<file path="config.mk">
export PLATFORM = sky130hd
export DESIGN_NAME = pfc_supervisor
export DESIGN_NICKNAME = d
export VERILOG_FILES = /design/src/rtl/pfc_sup_pkg.sv /design/src/rtl/pfc_flag_sync.sv /design/src/rtl/pfc_ovp_ctrl.sv /design/src/rtl/pfc_mode_fsm.sv /design/src/rtl/pfc_supervisor.sv
export SDC_FILE = /design/constraint.sdc
export NUM_CORES = 1
export LEC_CHECK = 0
export ABC_AREA = 1
export BUFFER_PORTS_ARGS = -buffer_cell sky130_fd_sc_hd__buf_2
export CAP_MARGIN = 20
export CORE_AREA = 2 2 51 65
export DETAILED_ROUTE_END_ITERATION = 16
export DIE_AREA = 0 0 53 67
export GPL_TIMING_DRIVEN = 0
export PLACE_DENSITY = 0.71
export SLEW_MARGIN = 20
export SYNTH_ARGS = -nofsm -noshare
export SYNTH_HDL_FRONTEND = slang
export SYNTH_SLANG_ARGS = --single-unit
</file>
<file path="constraint.sdc">
create_clock -name clk -period 1 [get_ports clk]
set_input_delay 0.05 -clock clk [delete_from_list [all_inputs] [get_ports clk]]
set_output_delay 0.05 -clock clk [all_outputs]
set_load 0.01 [all_outputs]
</file>
<file path="src/rtl/pfc_sup_pkg.sv">
`timescale 1ns/1ps
package pfc_sup_pkg;
  typedef enum logic [2:0] {
    ST_OFF, ST_WAIT_IN, ST_RUN, ST_STANDBY, ST_LATCHED
  } sup_state_e;

  localparam int NFLAGS      = 14;
  localparam int F_SUP       = 0;
  localparam int F_STRAP     = 1;
  localparam int F_BOP_ON    = 2;
  localparam int F_BOP_OFF   = 3;
  localparam int F_OLP       = 4;
  localparam int F_OVP1_TRIP = 5;
  localparam int F_OVP1_REL  = 6;
  localparam int F_OVP2_TRIP = 7;
  localparam int F_OVP2_REL  = 8;
  localparam int F_STBY      = 9;
  localparam int F_LOWLINE   = 10;
  localparam int F_LIGHT     = 11;
  localparam int F_VB_HI     = 12;
  localparam int F_VB_LO     = 13;
endpackage

</file>
<file path="src/rtl/pfc_flag_sync.sv">
`timescale 1ns/1ps
module pfc_flag_sync #(
  parameter int W      = 8,
  parameter int STAGES = 2
) (
  input  logic         clk,
  input  logic         rst,
  input  logic [W-1:0] din,
  output logic [W-1:0] dout
);
  logic [W-1:0] stage_q [STAGES];

  for (genvar g = 0; g < STAGES; g++) begin : g_stage
    if (g == 0) begin : g_first
      always_ff @(posedge clk) begin
        if (rst) stage_q[g] <= '0;
        else     stage_q[g] <= din;
      end
    end else begin : g_next
      always_ff @(posedge clk) begin
        if (rst) stage_q[g] <= '0;
        else     stage_q[g] <= stage_q[g-1];
      end
    end
  end

  assign dout = stage_q[STAGES-1];
endmodule

</file>
<file path="src/rtl/pfc_ovp_ctrl.sv">
`timescale 1ns/1ps
module pfc_ovp_ctrl (
  input  logic clk,
  input  logic rst,
  input  logic enable,
  input  logic latch_mode,
  input  logic ovp1_trip,
  input  logic ovp1_rel,
  input  logic ovp2_trip,
  input  logic ovp2_rel,
  output logic ovp_block,
  output logic latch_evt,
  output logic restart_evt
);
  logic o1_q, o2_q, joint_q;

  always_ff @(posedge clk) begin
    if (rst || !enable) begin
      o1_q        <= 1'b0;
      o2_q        <= 1'b0;
      joint_q     <= 1'b0;
      latch_evt   <= 1'b0;
      restart_evt <= 1'b0;
    end else begin
      latch_evt   <= 1'b0;
      restart_evt <= 1'b0;
      if (ovp1_trip) o1_q <= 1'b1;
      else if (o1_q && !joint_q && ovp1_rel) o1_q <= 1'b0;

      if (ovp2_trip && !o2_q) begin
        o2_q <= 1'b1;
        if (o1_q || ovp1_trip) joint_q <= 1'b1;
        else if (latch_mode) latch_evt <= 1'b1;
      end else if (o2_q && !joint_q && ovp2_rel && !ovp2_trip) begin
        o2_q <= 1'b0;
        if (!latch_mode) restart_evt <= 1'b1;
      end

      if (joint_q && ovp1_rel && ovp2_rel && !ovp1_trip && !ovp2_trip) begin
        joint_q <= 1'b0;
        o1_q    <= 1'b0;
        o2_q    <= 1'b0;
      end
    end
  end

  assign ovp_block = o1_q | o2_q | joint_q;
endmodule

</file>
<file path="src/rtl/pfc_mode_fsm.sv">
`timescale 1ns/1ps
module pfc_mode_fsm
  import pfc_sup_pkg::*;
(
  input  logic       clk,
  input  logic       rst,
  input  logic       sup,
  input  logic       bop_on,
  input  logic       bop_off,
  input  logic       stby,
  input  logic       latch_evt,
  output sup_state_e state,
  output logic       enter_run
);
  sup_state_e st_q, st_d;

  always_comb begin
    st_d      = st_q;
    enter_run = 1'b0;
    if (!sup) begin
      st_d = ST_OFF;
    end else begin
      case (st_q)
        ST_OFF:     st_d = ST_WAIT_IN;
        ST_WAIT_IN: begin
          if (stby) st_d = ST_STANDBY;
          else if (bop_on && !bop_off) begin
            st_d      = ST_RUN;
            enter_run = 1'b1;
          end
        end
        ST_RUN: begin
          if (latch_evt)    st_d = ST_LATCHED;
          else if (stby)    st_d = ST_STANDBY;
          else if (bop_off) st_d = ST_WAIT_IN;
        end
        ST_STANDBY: if (!stby) st_d = ST_WAIT_IN;
        ST_LATCHED: st_d = ST_LATCHED;
        default:    st_d = ST_OFF;
      endcase
    end
  end

  always_ff @(posedge clk) begin
    if (rst) st_q <= ST_OFF;
    else     st_q <= st_d;
  end

  assign state = st_q;
endmodule

</file>
<file path="src/rtl/pfc_supervisor.sv">
`timescale 1ns/1ps
module pfc_supervisor
  import pfc_sup_pkg::*;
#(
  parameter int SYNC_STAGES = 2
) (
  input  logic clk,
  input  logic rst,
  input  logic supply_ok,
  input  logic ovp2_mode_strap,
  input  logic bop_on_flag,
  input  logic bop_off_flag,
  input  logic olp_flag,
  input  logic ovp1_trip,
  input  logic ovp1_release,
  input  logic ovp2_trip,
  input  logic ovp2_release,
  input  logic standby_req,
  input  logic low_line_flag,
  input  logic light_load_flag,
  input  logic vb_high_flag,
  input  logic vb_low_flag,
  output logic gate_enable,
  output logic softstart_req,
  output logic fault_latched,
  output logic vb_ok,
  output logic bofo_en
);
  logic [NFLAGS-1:0] raw_flags, flg_s;

  always_comb begin
    raw_flags              = '0;
    raw_flags[F_SUP]       = supply_ok;
    raw_flags[F_STRAP]     = ovp2_mode_strap;
    raw_flags[F_BOP_ON]    = bop_on_flag;
    raw_flags[F_BOP_OFF]   = bop_off_flag;
    raw_flags[F_OLP]       = olp_flag;
    raw_flags[F_OVP1_TRIP] = ovp1_trip;
    raw_flags[F_OVP1_REL]  = ovp1_release;
    raw_flags[F_OVP2_TRIP] = ovp2_trip;
    raw_flags[F_OVP2_REL]  = ovp2_release;
    raw_flags[F_STBY]      = standby_req;
    raw_flags[F_LOWLINE]   = low_line_flag;
    raw_flags[F_LIGHT]     = light_load_flag;
    raw_flags[F_VB_HI]     = vb_high_flag;
    raw_flags[F_VB_LO]     = vb_low_flag;
  end

  pfc_flag_sync #(.W(NFLAGS), .STAGES(SYNC_STAGES)) u_sync (
    .clk (clk), .rst (rst), .din (raw_flags), .dout (flg_s)
  );

  logic sup_s, strap_s, olp_s, ovp1_s, ovp2_s, stby_s, low_s, light_s, vb_lo_s;
  assign sup_s   = flg_s[F_SUP];
  assign strap_s = flg_s[F_STRAP];
  assign olp_s   = flg_s[F_OLP];
  assign ovp1_s  = flg_s[F_OVP1_TRIP];
  assign ovp2_s  = flg_s[F_OVP2_TRIP];
  assign stby_s  = flg_s[F_STBY];
  assign low_s   = flg_s[F_LOWLINE];
  assign light_s = flg_s[F_LIGHT];
  assign vb_lo_s = flg_s[F_VB_LO];

  // Strap capture on the synchronized supply rising edge only
  logic sup_prev_q, latch_mode_q;
  always_ff @(posedge clk) begin
    if (rst) begin
      sup_prev_q   <= 1'b0;
      latch_mode_q <= 1'b0;
    end else begin
      sup_prev_q <= sup_s;
      if (sup_s && !sup_prev_q) latch_mode_q <= strap_s;
    end
  end

  sup_state_e state;
  logic enter_run, ovp_block, latch_evt, restart_evt, in_run;

  pfc_mode_fsm u_fsm (
    .clk       (clk),
    .rst       (rst),
    .sup       (sup_s),
    .bop_on    (flg_s[F_BOP_ON]),
    .bop_off   (flg_s[F_BOP_OFF]),
    .stby      (stby_s),
    .latch_evt (latch_evt),
    .state     (state),
    .enter_run (enter_run)
  );

  assign in_run = (state == ST_RUN);

  pfc_ovp_ctrl u_ovp (
    .clk         (clk),
    .rst         (rst),
    .enable      (in_run),
    .latch_mode  (latch_mode_q),
    .ovp1_trip   (ovp1_s),
    .ovp1_rel    (flg_s[F_OVP1_REL]),
    .ovp2_trip   (ovp2_s),
    .ovp2_rel    (flg_s[F_OVP2_REL]),
    .ovp_block   (ovp_block),
    .latch_evt   (latch_evt),
    .restart_evt (restart_evt)
  );

  always_ff @(posedge clk) begin
    if (rst) begin
      gate_enable   <= 1'b0;
      softstart_req <= 1'b0;
      fault_latched <= 1'b0;
      vb_ok         <= 1'b0;
      bofo_en       <= 1'b0;
    end else begin
      gate_enable   <= in_run && sup_s && !ovp_block && !ovp1_s && !ovp2_s
                       && !olp_s && !stby_s && !flg_s[F_BOP_OFF];
      softstart_req <= enter_run || restart_evt;
      fault_latched <= (state == ST_LATCHED);
      bofo_en       <= in_run && !stby_s && low_s && light_s;
      if (!in_run || stby_s || vb_lo_s) vb_ok <= 1'b0;
      else if (flg_s[F_VB_HI])          vb_ok <= 1'b1;
    end
  end
endmodule

</file>
==> impl_results.md, run 1 <==
- Worst Setup SP: u_fsm.state[1]$_SDFFE_PP0P_
- Slew Limit Fails: 0
- Post-DP HPWL: approximately 1700 um
- Final TNS setup: -0.492 ns
- Buffers on Ports: 20
- Worst-path cell chain: buf_6 -> buf_4 -> nand3_4 -> inv_6 -> a21oi_1 -> a21oi_2
- Detailed Route WL: 2800 um
- Ys async rst share: 0
- Fmax: 882 MHz
- Vias in the first global route: 1,125
- Worst Tran Pin Value: 0.407 ns
- Worst slew margin: 0.729
- Leakage: 0.880 nW
- Initial antenna violation count: 0
- Total CTS buffers: 5
- Synth top area cells: dfxtp_1 (59%), nor2_1 (11%), inv_1 (9.5%)
- Pwr Density: 1690 nW/um^2
- Slack of the critical path: -0.134 ns
- Element type at the critical path end: register
- Layout area overhead: 33.8%
- Status: finished with violations
- Tmin final: roughly 1.1 ns
- Unrepaired setup endpoints after global routing: true
- Largest net degree at the start of global routing: 14
- CP delay by family, top: flip-flops
- Seq cells post-synth: 43
- Gr ovfl total: 0
- Maximum clock insertion buffer count: 2
- Post-Syn Nets: 194
- Hold wc startpoint: rst
- Most common cell in the netlist: nor2_1
- Area taken by multi-input logic gates: 489 um^2
- Yosys top cell area share: 0.588
- Seq/Total Area, Yosys: 0.588
- Peak VDD IR: 1410 uV
- CTS Root Cell: clkbuf_4
- Period utilization: 1.13
- Share of power burned in the clock network: 0.398
- Die X: 53 um
- Crit path DAT: 1.39 ns
- Final RePlAce weighted congestion: 0.823
- Clk_skew: 0.0113 ns
- Pint: 0.00265 W
- Seq pwr share: 0.542
- All-layer global routing usage: 0.179
- Most used DFF post-synth: dfxtp_1
- Global-route wire length before repair: 4420 um
- Initial core utilization: 0.506
- Vias: roughly 1,200
- WP buf/inv: 3
- Combinational power share: 0.060
- Core Rows: 22
- # H-tree levels: 2
- MaxCap Viol Count: 0
- Ant diodes: 0
- Wire per inst: 10.8 um
- Min-Delay Path Class: input port to register
- Clock transition at path regs: 0.12 ns
- Cell taking the most area after synthesis: dfxtp_1
- Post-synth EDFFs: 0
- Via density: 4.46
- TritonRoute pass-1 iters: 4
- Yosys cell types: 21
- Routed Antenna Nets: 0
- # fillers: 239
- Final Util: 0.677
- DIE AREA: 3550 um^2
- I/O Pins: 21
- Synth warn: 0
- CP Data Required Time: 1.26 ns
- Final count of negative-setup-slack endpoints: 9
- Worst skew pair latency: 0.36 ns
- Startpoint types: register
- Design Area, Final: 1960 um^2
- Crit Path Category: register to register
- Reg2reg start: u_fsm.state[1]$_SDFFE_PP0P_
- Max FO, Critical Path: 5
- Starting DRT DRC Count: 14
- Die H: 67 um
- Slowest stage delay, CP: 0.34 ns
- Failing checks: negative setup slack
- Worst path slowest cell: dfxtp_2
- CTS sink count: 43
- Storage cell area: between 800 and 900 um^2
- Tot Pwr: 0.00330 W
- Cells after Synth: 178
- Most frequent cells after synthesis: nor2_1 (44), dfxtp_1 (43), inv_1 (37)
- Syn Area/Cell: 8.22 um^2
- Synthesized cell area: approximately 1500 um^2
- DR DRC count: 0
- Placed Instance Area: about 1600 um^2
- Final hold vios: 0
- Share of cells above drive strength 1: 0.278
- Total Nets Final: about 240
- CTS tree: built
- Psw: 0.000655 W
- Sw Ratio: 0.198
- Core ar.: 2890 um^2
[layer usage]
layer	vias to the layer above	global-route usage	wire (um)
li1	619	-	-
met1	502	0.166	1020
met2	26	0.323	1610
met3	7	0.0426	98
met4	0	0.135	72
met5	-	0	0
[worst reg2reg max path: stages (launching register included)]
cell	delay, ns
dfxtp_2	0.34
buf_6	0.13
buf_4	0.14
nand3_4	0.11
inv_6	0.06
a21oi_1	0.19
a21oi_2	0.08
[sequential cells by signal, indices dropped and copies added, names as in the netlist]
signal,cells
u_sync.stage_q,28
u_fsm.state,3
bofo_en,1
fault_latched,1
gate_enable,1
latch_mode_q,1
softstart_req,1
sup_prev_q,1
u_ovp.joint_q,1
u_ovp.latch_evt,1
u_ovp.o1_q,1
u_ovp.o2_q,1
u_ovp.restart_evt,1
vb_ok,1
[cells in the final DEF (no fill, tap or decap), types with 2 or more instances in the layout]
master	n
a21oi_1	5
buf_2	22
buf_4	2
bufinv_16	2
clkbuf_1	2
clkbuf_4	5
dfxtp_1	37
dfxtp_2	6
dlygate4sd3_1	15
inv_1	37
inv_4	2
nand2_1	10
nand2_2	2
nand3_1	2
nand3_2	2
nand3_4	2
nand4_1	3
nor2_1	40
nor2_2	5
nor2_4	3
nor3_1	3
nor3_2	2
nor4_2	2
o21ai_0	3
[power by group through the flow]
stage	combinational, W	clock (W)	sequential, W
after global routing	0.000225	0.00141	0.00180
after floorplan	0.0000901	0	0.00182
after global placement	0.000132	0	0.00183
after detailed placement	0.000139	0	0.00183
final	0.000198	0.00131	0.00179
after CTS	0.000185	0.00133	0.00179
[cell families (layout without fill, tap and decap cells)]
logic type / count (synthesis) / in the layout / share of synthesized area
AOI/OAI and AO/OA: 11 / 11 / 0.0393
buffers and inverters: 45 / 90 / 0.122
DFF: 43 / 43 / 0.588
and+or+nand+nor: 79 / 79 / 0.250
[metrics by stage]
stage          setup WS (ns)  hold WS, ns  cells
3_5_place_dp         -0.0989        0.255    234
4_1_cts              -0.0570       0.0660    257
6_report              -0.134        0.100    259
2_1_floorplan         0.0686        0.140    178
5_1_grt               -0.164        0.118    259
3_3_place_gp         -0.0354        0.248    234
[final timing paths]
kind / end / slack (ns) / cells after the start
worst max-delay path: u_fsm.state[1]$_SDFFE_PP0P_ / -0.13 / 6
worst min-delay path: u_sync.stage_q[1][13]$_SDFF_PP0_ / 0.10 / 3
worst max register to register: u_fsm.state[1]$_SDFFE_PP0P_ / -0.13 / 6
worst min register to register: u_sync.stage_q[1][12]$_SDFF_PP0_ / 0.39 / 2
[layout make-up]
| cell class | count | share of cell area |
|---|---|---|
| buffer | 4 | 0.0128 |
| clock buffer | 6 | 0.0211 |
| clock inverter | 2 | 0.0307 |
| inverter | 41 | 0.0837 |
| multi-input combinational | 90 | 0.250 |
| sequential | 43 | 0.443 |
| tap | 36 | 0.0230 |
| timing repair buffer | 37 | 0.135 |
[what timing repair did]
item,4_1_cts,5_1_grt
hold endpoints to repair,15,0
gates resized for setup,9,17
endpoints found under the setup margin,11,10
hold buffers,15,0
buffers inserted,0,2
pin swaps,1,5
Power figures use the tool's default switching activity.
==> inputs of run 2 (changes only) <==
--- a/config.mk
+++ b/config.mk
@@ -13,6 +13,7 @@
 export DIE_AREA = 0 0 53 67
 export GPL_TIMING_DRIVEN = 0
 export PLACE_DENSITY = 0.71
+export SETUP_SLACK_MARGIN = 0.2
 export SLEW_MARGIN = 20
 export SYNTH_ARGS = -nofsm -noshare
 export SYNTH_HDL_FRONTEND = slang
==> run 2 against run 1 <==
  * The run ends with negative hold slack, negative setup slack left
  * Flip-flop and latch count stayed put
  * Combinational power is 3% lower
  * Sequential share of layout area is 0.75 points higher
  * Via count decreased by 0.17%
  * Non-clock buffer count fell by 2
  * Design area decreased by 1.1%
  * Final cell count is 0.77% lower
  * Global-route usage increased by 0.23 points
  * Sequential power about the same
  * Maximum frequency increased by 8.2%
  * Largest cell class unchanged
  * Largest power group unchanged
==> impl_results.md, run 2 (synthesized netlist as in run 1, its figures left out) <==
- Crit path DAT: 1.34 ns
- Slack of the critical path: -0.0480 ns
- Vias in the first global route: 1,155
- Hold buffers post-CTS: 14
- Slowest stage delay, CP: 0.34 ns
- Largest register FFs: 28
- Die X: 53 um
- CP Data Required Time: 1.29 ns
- Reg with most FFs: u_sync.stage_q
- Slew Limit Fails: 0
- Final Util: 0.670
- Maximum clock insertion buffer count: 2
- Total Nets Final: 236
- CP most frequent cell: nor2_2
- Buffers on Ports: 20
- Total CTS buffers: 5
- Initial antenna violation count: 0
- # H-tree levels: 2
- I/O Pins: 21
- Min-Delay Path Class: input port to register
- Hold Slack: -0.0581 ns
- Final hold vios: 1
- Status: finished with violations
- Detailed Route WL: 2590 um
- Share of cells above drive strength 1: 0.290
- All-layer global routing usage: 0.181
- Core ar.: 2890 um^2
- Clk_skew: ~0.012 ns
- Tot Pwr: between 0.003 and 0.004 W
- Wire per inst: 10.1 um
- Final RePlAce weighted congestion: 0.779
- Worst slew margin: 0.726
- Fmax: 954 MHz
- Crit Path Category: register to register
- CTS Root Cell: clkbuf_4
- Peak VDD IR: 1320 uV
- Largest net degree at the start of global routing: 14
- DIE AREA: 3550 um^2
- Post-DP HPWL: 1750 um
- Failing checks: negative hold slack, negative setup slack
- Core Rows: 22
- Startpoint types: register
- Commonest non-fill, non-tap cell in the layout: nor2_1
- Die H: 67 um
- Via density: 4.48
- Most frequent cells in the layout: nor2_1 (41), dfxtp_1 (37), inv_1 (36), buf_2 (21), dlygate4sd3_1 (14)
- Pre-CTS setup slack: -0.00233 ns
- Vias: 1,152
- CTS sink count: 43
- Starting DRT DRC Count: 10
- Pwr Density: 1600 nW/um^2
- Ant diodes: 0
- Unrepaired setup endpoints after global routing: true
- Tmin final: 1.05 ns
- Initial core utilization: 0.506
- Element type at the critical path end: register
- DR DRC count: 0
- TritonRoute pass-1 iters: 4
- MaxCap Viol Count: 0
- Layout area overhead: 32.3%
- Gr ovfl total: 0
- Worst skew pair latency: around 0.35 ns
- Clock transition at path regs: 0.12 ns
- Period utilization: 1.05
- CTS tree: built
- Max FO, Critical Path: 7
- Global-route wire length before repair: 4490 um
- Final count of negative-setup-slack endpoints: 6
- Worst Tran Pin Value: 0.411 ns
- Routed Antenna Nets: 0
- Worst path slowest cell: dfxtp_2
- Worst-path cell chain: buf_6 -> inv_4 -> nor2_4 -> nand3_2 -> nor2_2 -> nor2_2 -> a21oi_2
- Leakage: between 0.8 and 0.9 nW
run 2: changes by cell type in the layout (fill, tap and decap cells not counted), sizes merged:
cell         change
bufinv           -1
dlygate4sd3      -1
buf              -1
clkinv           +1
run 2: path summary, 6_finish.rpt:
check	start	to	slack (ns)	cells after the start
worst max register to register	u_fsm.state[1]$_SDFFE_PP0P_	u_fsm.state[1]$_SDFFE_PP0P_	-0.05	7
worst min register to register	u_sync.stage_q[0][7]$_SDFF_PP0_	u_sync.stage_q[1][7]$_SDFF_PP0_	0.40	2
worst min-delay path	rst	sup_prev_q$_SDFF_PP0_	-0.06	2
worst max-delay path	u_fsm.state[1]$_SDFFE_PP0P_	u_fsm.state[1]$_SDFFE_PP0P_	-0.05	7
run 2: stage by stage:
step / TNS (ns) / hold WS, ns / area [um^2] / std cells
6_report: -0.128 / -0.0581 / 1940 / 257
5_1_grt: -0.598 / -0.0754 / 1940 / 257
4_1_cts: -0.0379 / -0.0809 / 1900 / 256
3_5_place_dp: -0.00233 / 0.255 / 1640 / 234
3_3_place_gp: 0 / 0.248 / 1640 / 234
2_1_floorplan: 0 / 0.122 / 1490 / 178
run 2: report_power, final:
part | total [W] | internal, W | switching, W
Combinational | 0.000193 | 0.0000957 | 0.0000970
Sequential | 0.00179 | 0.00177 | 0.0000221
Clock | 0.00111 | 0.000591 | 0.000519
run 2: cell type report:
class / instances / area (um^2)
plain buffers: 4 / 25.0
flip-flops and latches: 43 / 873
multi-input cells: 90 / 492
well taps: 36 / 45.0
clock inverters: 2 / 35.0
repair buffers: 35 / 254
inverters: 41 / 161
clock buffers: 6 / 51.3
fillers: 253 / 953
run 2: per-layer routing:
layer  track usage  wire length, um  up-vias  share of wire
met5             0                0        -              0
met4         0.103               71        0          0.027
met3        0.0673              104        7          0.040
met2         0.341             1430       26           0.55
met1         0.156              991      504           0.38
li1              -                -      615              -
run 2: critical path, delay by kind of cell, from the launching register on:
kind | cells | cell delay [ns]
buffers and inverters | 2 | 0.17
DFF | 1 | 0.34
and+or+nand+nor | 4 | 0.37
AOI/OAI and AO/OA | 1 | 0.12
run 2: repair_timing:
action                                  CTS  global route
endpoints found under the hold margin    16             1
buffers inserted                          0             1
endpoints found under the setup margin   18            19
resized for setup                         9             8
pin swaps                                 2             6
